### src/rtl/bm_dma_pkg.sv
`timescale 1ns/1ps
package bm_dma_pkg;
  localparam int unsigned HOST_W  = 32;
  localparam int unsigned CH_SPAN = 8;

  typedef enum logic [1:0] {
    SZ_BYTE = 2'd0,
    SZ_HALF = 2'd1,
    SZ_WORD = 2'd2
  } acc_size_e;

  function automatic logic [HOST_W-1:0] size_mask(logic [1:0] sz);
    case (sz)
      SZ_BYTE: size_mask = 32'h0000_00FF;
      SZ_HALF: size_mask = 32'h0000_FFFF;
      default: size_mask = 32'hFFFF_FFFF;
    endcase
  endfunction

  function automatic logic [3:0] size_lanes(logic [1:0] sz);
    case (sz)
      SZ_BYTE: size_lanes = 4'b0001;
      SZ_HALF: size_lanes = 4'b0011;
      default: size_lanes = 4'b1111;
    endcase
  endfunction
endpackage

### src/rtl/bm_dma_decode.sv
`timescale 1ns/1ps
module bm_dma_decode #(
  parameter int unsigned NUM_CH = 2,
  localparam int unsigned ADDR_W = $clog2(NUM_CH * bm_dma_pkg::CH_SPAN),
  localparam int unsigned CH_W   = ADDR_W - 3
) (
  input  logic              req_i,
  input  logic              we_i,
  input  logic [ADDR_W-1:0] addr_i,
  output logic [NUM_CH-1:0] ch_sel_o,
  output logic [2:0]        off_o,
  output logic              wr_o,
  output logic              rd_o
);
  assign off_o = addr_i[2:0];
  assign wr_o  = req_i & we_i;
  assign rd_o  = req_i & ~we_i;

  for (genvar c = 0; c < NUM_CH; c++) begin : g_sel
    assign ch_sel_o[c] = req_i && (addr_i[ADDR_W-1:3] == CH_W'(c));
  end
endmodule

### src/rtl/bm_dma_channel.sv
`timescale 1ns/1ps
module bm_dma_channel
  import bm_dma_pkg::*;
(
  input  logic              clk_i,
  input  logic              rst_ni,
  input  logic              sel_i,
  input  logic              wr_i,
  input  logic [2:0]        off_i,
  input  logic [1:0]        size_i,
  input  logic [HOST_W-1:0] wdata_i,
  input  logic              active_i,
  input  logic              err_set_i,
  input  logic              irq_set_i,
  output logic              start_o,
  output logic              dir_o,
  output logic              start_pulse_o,
  output logic              err_o,
  output logic              irq_o,
  output logic [HOST_W-1:0] addr_o,
  output logic [HOST_W-1:0] rdata_o
);
  logic [7:0]        cmd_q;
  logic [1:0]        keep_q;
  logic              err_q, irq_q, pulse_q;
  logic [HOST_W-1:0] addr_q, addr_d, wdata_sh;
  logic [3:0]        lane_en;
  logic              byte_wr, cmd_we, st_we;
  logic [7:0]        status;

  // command/status half takes byte writes only
  assign byte_wr = sel_i & wr_i & (size_i == SZ_BYTE) & ~off_i[2];
  assign cmd_we  = byte_wr & (off_i[1:0] == 2'd0);
  assign st_we   = byte_wr & (off_i[1:0] == 2'd2);

  always_ff @(posedge clk_i or negedge rst_ni) begin
    if (!rst_ni) begin
      cmd_q   <= '0;
      pulse_q <= 1'b0;
    end else begin
      pulse_q <= cmd_we & wdata_i[0] & ~cmd_q[0];
      if (cmd_we) cmd_q <= wdata_i[7:0];
    end
  end

  // engine set has priority over host clear
  always_ff @(posedge clk_i or negedge rst_ni) begin
    if (!rst_ni) begin
      keep_q <= '0;
      err_q  <= 1'b0;
      irq_q  <= 1'b0;
    end else begin
      if (st_we) keep_q <= wdata_i[6:5];
      err_q <= err_set_i | (err_q & ~(st_we & wdata_i[1]));
      irq_q <= irq_set_i | (irq_q & ~(st_we & wdata_i[2]));
    end
  end

  assign status = {1'b0, keep_q, 2'b00, irq_q, err_q, active_i};

  assign lane_en  = (sel_i & wr_i & off_i[2]) ? (size_lanes(size_i) << off_i[1:0]) : 4'b0000;
  assign wdata_sh = wdata_i << {off_i[1:0], 3'b000};

  for (genvar k = 0; k < 4; k++) begin : g_lane
    assign addr_d[8*k +: 8] = lane_en[k] ? wdata_sh[8*k +: 8] : addr_q[8*k +: 8];
  end

  always_ff @(posedge clk_i or negedge rst_ni) begin
    if (!rst_ni) addr_q <= '0;
    else         addr_q <= {addr_d[HOST_W-1:2], 2'b00};
  end

  always_comb begin
    if (off_i[2]) begin
      rdata_o = (addr_q >> {off_i[1:0], 3'b000}) & size_mask(size_i);
    end else if (size_i != SZ_BYTE) begin
      rdata_o = size_mask(size_i);
    end else begin
      case (off_i[1:0])
        2'd0:    rdata_o = {24'h0, cmd_q};
        2'd2:    rdata_o = {24'h0, status};
        default: rdata_o = 32'h0000_00FF;
      endcase
    end
  end

  assign start_o       = cmd_q[0];
  assign dir_o         = cmd_q[3];
  assign start_pulse_o = pulse_q;
  assign err_o         = err_q;
  assign irq_o         = irq_q;
  assign addr_o        = addr_q;
endmodule

### src/rtl/bm_dma_rsp.sv
`timescale 1ns/1ps
module bm_dma_rsp
  import bm_dma_pkg::*;
#(
  parameter int unsigned NUM_CH = 2
) (
  input  logic                     clk_i,
  input  logic                     rst_ni,
  input  logic                     rd_i,
  input  logic [NUM_CH-1:0]        ch_sel_i,
  input  logic [NUM_CH*HOST_W-1:0] ch_rdata_i,
  output logic [HOST_W-1:0]        rdata_o,
  output logic                     rvalid_o
);
  logic [HOST_W-1:0] rdata_d;

  always_comb begin
    rdata_d = '0;
    for (int c = 0; c < NUM_CH; c++) begin
      if (ch_sel_i[c]) rdata_d = rdata_d | ch_rdata_i[c*HOST_W +: HOST_W];
    end
  end

  always_ff @(posedge clk_i or negedge rst_ni) begin
    if (!rst_ni) begin
      rdata_o  <= '0;
      rvalid_o <= 1'b0;
    end else begin
      rvalid_o <= rd_i;
      if (rd_i) rdata_o <= rdata_d;
    end
  end
endmodule

### src/rtl/bm_dma_regs.sv
`timescale 1ns/1ps
module bm_dma_regs
  import bm_dma_pkg::*;
#(
  parameter int unsigned NUM_CH = 2,
  localparam int unsigned ADDR_W = $clog2(NUM_CH * CH_SPAN)
) (
  input  logic                     clk_i,
  input  logic                     rst_ni,
  input  logic                     req_i,
  input  logic                     we_i,
  input  logic [ADDR_W-1:0]        addr_i,
  input  logic [1:0]               size_i,
  input  logic [HOST_W-1:0]        wdata_i,
  output logic [HOST_W-1:0]        rdata_o,
  output logic                     rvalid_o,
  input  logic [NUM_CH-1:0]        active_i,
  input  logic [NUM_CH-1:0]        err_set_i,
  input  logic [NUM_CH-1:0]        irq_set_i,
  output logic [NUM_CH-1:0]        start_o,
  output logic [NUM_CH-1:0]        dir_o,
  output logic [NUM_CH-1:0]        start_pulse_o,
  output logic [NUM_CH-1:0]        err_flag_o,
  output logic [NUM_CH-1:0]        irq_flag_o,
  output logic [NUM_CH*HOST_W-1:0] prd_addr_o
);
  logic [NUM_CH-1:0]        ch_sel;
  logic [2:0]               off;
  logic                     wr, rd;
  logic [NUM_CH*HOST_W-1:0] ch_rdata;

  bm_dma_decode #(.NUM_CH(NUM_CH)) u_dec (
    .req_i   (req_i),
    .we_i    (we_i),
    .addr_i  (addr_i),
    .ch_sel_o(ch_sel),
    .off_o   (off),
    .wr_o    (wr),
    .rd_o    (rd)
  );

  for (genvar c = 0; c < NUM_CH; c++) begin : g_ch
    bm_dma_channel u_ch (
      .clk_i        (clk_i),
      .rst_ni       (rst_ni),
      .sel_i        (ch_sel[c]),
      .wr_i         (wr),
      .off_i        (off),
      .size_i       (size_i),
      .wdata_i      (wdata_i),
      .active_i     (active_i[c]),
      .err_set_i    (err_set_i[c]),
      .irq_set_i    (irq_set_i[c]),
      .start_o      (start_o[c]),
      .dir_o        (dir_o[c]),
      .start_pulse_o(start_pulse_o[c]),
      .err_o        (err_flag_o[c]),
      .irq_o        (irq_flag_o[c]),
      .addr_o       (prd_addr_o[c*HOST_W +: HOST_W]),
      .rdata_o      (ch_rdata[c*HOST_W +: HOST_W])
    );
  end

  bm_dma_rsp #(.NUM_CH(NUM_CH)) u_rsp (
    .clk_i     (clk_i),
    .rst_ni    (rst_ni),
    .rd_i      (rd),
    .ch_sel_i  (ch_sel),
    .ch_rdata_i(ch_rdata),
    .rdata_o   (rdata_o),
    .rvalid_o  (rvalid_o)
  );
endmodule

### config.mk
export PLATFORM = sky130hd
export DESIGN_NAME = bm_dma_regs
export DESIGN_NICKNAME = d
export VERILOG_FILES = /design/src/rtl/bm_dma_pkg.sv /design/src/rtl/bm_dma_decode.sv /design/src/rtl/bm_dma_channel.sv /design/src/rtl/bm_dma_rsp.sv /design/src/rtl/bm_dma_regs.sv
export SDC_FILE = /design/constraint.sdc
export NUM_CORES = 1
export LEC_CHECK = 0
export BUFFER_PORTS_ARGS = -buffer_cell sky130_fd_sc_hd__buf_4
export CAP_MARGIN = 10
export CELL_PAD_IN_SITES_DETAIL_PLACEMENT = 1
export CELL_PAD_IN_SITES_GLOBAL_PLACEMENT = 1
export CORE_UTILIZATION = 42
export CTS_CLUSTER_SIZE = 12
export DETAILED_ROUTE_END_ITERATION = 16
export GPL_TIMING_DRIVEN = 0
export PLACE_DENSITY = 0.92
export SYNTH_ARGS = -nofsm -noshare
export SYNTH_HDL_FRONTEND = slang
export SYNTH_SLANG_ARGS = --single-unit
export TNS_END_PERCENT = 50
### constraint.sdc
create_clock -name clk_i -period 2 [get_ports clk_i]
set_clock_uncertainty 0.05 [all_clocks]
set_input_delay 0.1 -clock clk_i [delete_from_list [all_inputs] [get_ports clk_i]]
set_output_delay 0.1 -clock clk_i [all_outputs]
set_load 0.1 [all_outputs]
==> key figures <==
Run status
  • Status: finished with violations
  • Failing checks: negative hold slack

Timing
  • Setup violators final: 0
  • RSZ-0062 raised after global routing: no
  • Max Slew Vio Count: 0
  • Tightest Pin Transition: 1000 ps
  • Final Hold Viols: 1
  • Worst hold slack: -4.17 ps
  • Setup_tns: 0 ps
  • Min cycle time layout: ~1900 ps
  • Max Clock Freq: 535 MHz
  • Final period utilization: a little over 90%
  • Slew HR: 33.2%

Pwr
  • Pleak: 4.10 nW
  • Power Density: between 1000 and 1500 nW/um2
  • Worst VDD drop: 0.00122 V

Setup path
  • Crit path arrival time: 2140 ps
  • Critical path type: primary input to flop
  • Reg-to-Reg End: u_rsp.rdata_o[3]$_DFFE_PN0P_
  • RR Startpoint: g_ch[0].u_ch.addr_o[27]$_DFFE_PN0P_
  • Worst path required time: 2270 ps
  • Startpoint Class: primary input
  • Reg2reg path depth: 4
  • CP endpoint kind: flop
  • R2R Setup Slk: 340 ps
  • Crit path max fanout: 10

Clock tree
  • H-tree depth: 4
  • Clk_lat worst skew: 440 ps
  • Clock Pin Slew Worst Setup and Hold Paths: approximately 60 ps
  • TritonCTS buffer count: 17
  • Postcts setup bufs: 0
  • Longest Clk Path Bufs: 2
  • CTS tree: yes
  • Root buffer cell: clkbuf_16
  • Cts repair resizes: 0
  • Clock tree sinks: 119

Min path
  • Min-delay src: wdata_i[12]
  • Worst min path class: primary input to flop
  • Hold endpoint: g_ch[0].u_ch.addr_o[12]$_DFFE_PN0P_
  • Hold depth: 3

Die
  • Die Footprint: 15900 um2
  • Starting Density: 43.8%
  • Core area: between 10000 and 15000 um2
  • Chip height: 126 um
  • FP Rows: 44
  • I/O pins: 155
  • Die Width: roughly 130 um

GRT
  • Total GRT Usage: 33.3%
  • Antenna violations before repair: 0
  • Largest net degree at the start of global routing: 66
  • Vias in the first global route: 6716
  • First-pass GRT wire length: 39300 um
  • Aggregate global routing overflow: 0

Placement
  • Port Buf Inserts: 146
  • Placed Area: about 7800 um2
  • Detailed Place HPWL: 18300 um
  • Final GP Congestion: a little over 0.9

Synth
  • Cells after Synth: 615
  • Synth area leader: dfrtp_1
  • Synthesis-stage register bit count: 119
  • Post-synth top area share: 46.1%
  • Yosys warns: 0
  • Main synth FF type: dfrtp_1
  • Async S/R FF share, synth: 100%
  • Most area-consuming cells after synthesis: dfrtp_1 (46%), mux2_2 (13%), mux2i_1 (6.0%)
  • Syn avg cell area: ~11 um2
  • Register area share after synthesis: 46.1%
  • Distinct cells, synth: 49
  • Number of enable flip-flop cells after synthesis: 0
  • Cell Area, Synth: around 6500 um2

Cells and area
  • Register Area: 2980 um2
  • Area grow syn2layout: 34.2%
  • Fillers: about 1600
  • Post-route cell area: 8680 um2
  • N_diodes: 0
  • Multi-input gate area: about 3200 um2
  • Fin nets: 851
  • Fraction of layout cells with a size suffix above 1: a little under two fifths

Routing
  • Wire length per cell: 25.8 um
  • Final Routed Wirelength: 25800 um
  • Via count: just over 6000
  • Drt drc: 0
  • Initial drt markers: just over 500
  • Vias per cell: 6.16
  • Post-route ant nets: 0
  • Drt pass-1 iters: 5

Job
  • Maxcap violations: 0
cells by family after synthesis:
group | synth area share [%]
flops | 46.1
simple gates | 11.6
buf+inv | 5.05
compound gates | 15.2
other cells | 0.0580
mux | 22.1
synth_stat cells, types with 2 or more instances:
cell	n
and3_1	2
a221o_1	8
nand3_1	6
mux4_2	8
and2_1	4
nor3b_1	3
a211o_1	8
a2bb2oi_1	2
nor2_1	35
nor2b_1	7
mux2_2	76
buf_1	3
a221oi_1	3
buf_2	15
nor3_2	2
buf_4	15
nor3_1	2
dfrtp_1	119
o211ai_1	5
or2_2	8
nand2_1	59
a22oi_1	6
a21o_1	4
mux2i_1	39
o221ai_1	2
o21ai_1	3
a21oi_1	60
inv_1	6
a31oi_1	14
clkbuf_1	24
a211oi_1	6
nand2b_1	10
o211a_1	3
o21ai_0	33
worst max-delay path: stages:
cell and delay [ps]:
buf_4 100, buf_2 220, buf_1 580, nor2b_1 590, nand2_1 220, mux2_2 310
through the flow:
stage / worst slack (ps) / power [W] / utilization (%) / cells / hold slack (ps)
global route: 103 / 0.0121 / 58.8 / 1000 / 48.4
CTS: 266 / 0.0118 / 58.8 / 1000 / 0.274
detailed placement: -156 / 0.00839 / 53.1 / 949 / 56.9
finish: 132 / 0.0119 / 58.8 / 1000 / -4.17
global placement: -103 / 0.00825 / 52.9 / 948 / 231
floorplan: 103 / 0.00704 / - / 618 / -246
registers in the layout (all words and copies together), names as in the netlist:
register                 count
g_ch.u_ch.cmd_q             16
g_ch.u_ch.err_o              2
g_ch.u_ch.addr_o            60
u_rsp.rvalid_o               1
g_ch.u_ch.irq_o              2
g_ch.u_ch.start_pulse_o      2
u_rsp.rdata_o               32
g_ch.u_ch.keep_q             4
cell usage in the layout (no fill, tap or decap), types with 5 or more instances in the layout:
master         Yosys  final
mux2_2            76     76
mux4_2             8      8
a22oi_1            6      6
dlygate4sd3_1      0     19
o211ai_1           5      5
nand2b_1          10     10
nor2_1            35     35
a221o_1            8      8
clkbuf_8           0      6
dfrtp_1          119    119
a31oi_1           14     14
buf_2             15     15
clkbuf_1          24     26
a211o_1            8      8
a211oi_1           6      6
o21ai_0           33     33
nand3_1            6      6
a21oi_1           60     60
mux2i_1           39     39
or2_2              8      8
nand2_1           59     59
clkbuf_16          0     17
nor2b_1            7      7
buf_4             15    160
inv_1              6      6
report_power, final:
| part | switching (W) | leakage [nW] | total (W) | internal (W) |
|---|---|---|---|---|
| registers | 0.000575 | 1.49 | 0.00340 | 0.00283 |
| logic | 0.00389 | 2.30 | 0.00506 | 0.00118 |
| clock network | 0.00113 | 0.319 | 0.00341 | 0.00228 |
cell type report:
cell class | count | share of cell area, %
well taps | 184 | 2.65
flip-flops and latches | 119 | 34.3
clock inverters | 7 | 1.59
repair buffers | 166 | 15.2
multi-input cells | 434 | 36.6
clock buffers | 25 | 5.94
inverters | 7 | 0.303
plain buffers | 58 | 3.46
repair_timing:
action	4_1_cts	5_1_grt
hold buffers	19	0
hold endpoints to repair	101	0
endpoints found under the setup margin	0	0
worst max-delay path by stage:
stage | startpoint | cells past startpoint | slack [ps] | endpoint
2_1_floorplan | g_ch[0].u_ch.addr_o[31]$_DFFE_PN0P_ | 4 | 100 | u_rsp.rdata_o[7]$_DFFE_PN0P_
3_3_place_gp | addr_i[1] | 8 | -100 | g_ch[0].u_ch.addr_o[15]$_DFFE_PN0P_
3_5_place_dp | addr_i[1] | 8 | -160 | g_ch[0].u_ch.addr_o[15]$_DFFE_PN0P_
4_1_cts | addr_i[1] | 6 | 270 | g_ch[0].u_ch.keep_q[1]$_DFFE_PN0N_
5_1_grt | addr_i[1] | 6 | 100 | g_ch[0].u_ch.keep_q[1]$_DFFE_PN0N_
6_report | addr_i[1] | 6 | 130 | g_ch[0].u_ch.keep_q[1]$_DFFE_PN0N_
routing by layer:
| metal | track usage [%] | part of all wire [%] |
|---|---|---|
| met4 | 16.4 | 3.9 |
| met2 | 55.0 | 48 |
| met5 | 0 | 0 |
| met1 | 41.5 | 39 |
| met3 | 7.26 | 8.9 |
No activity file was read; power rests on OpenSTA's default activity.
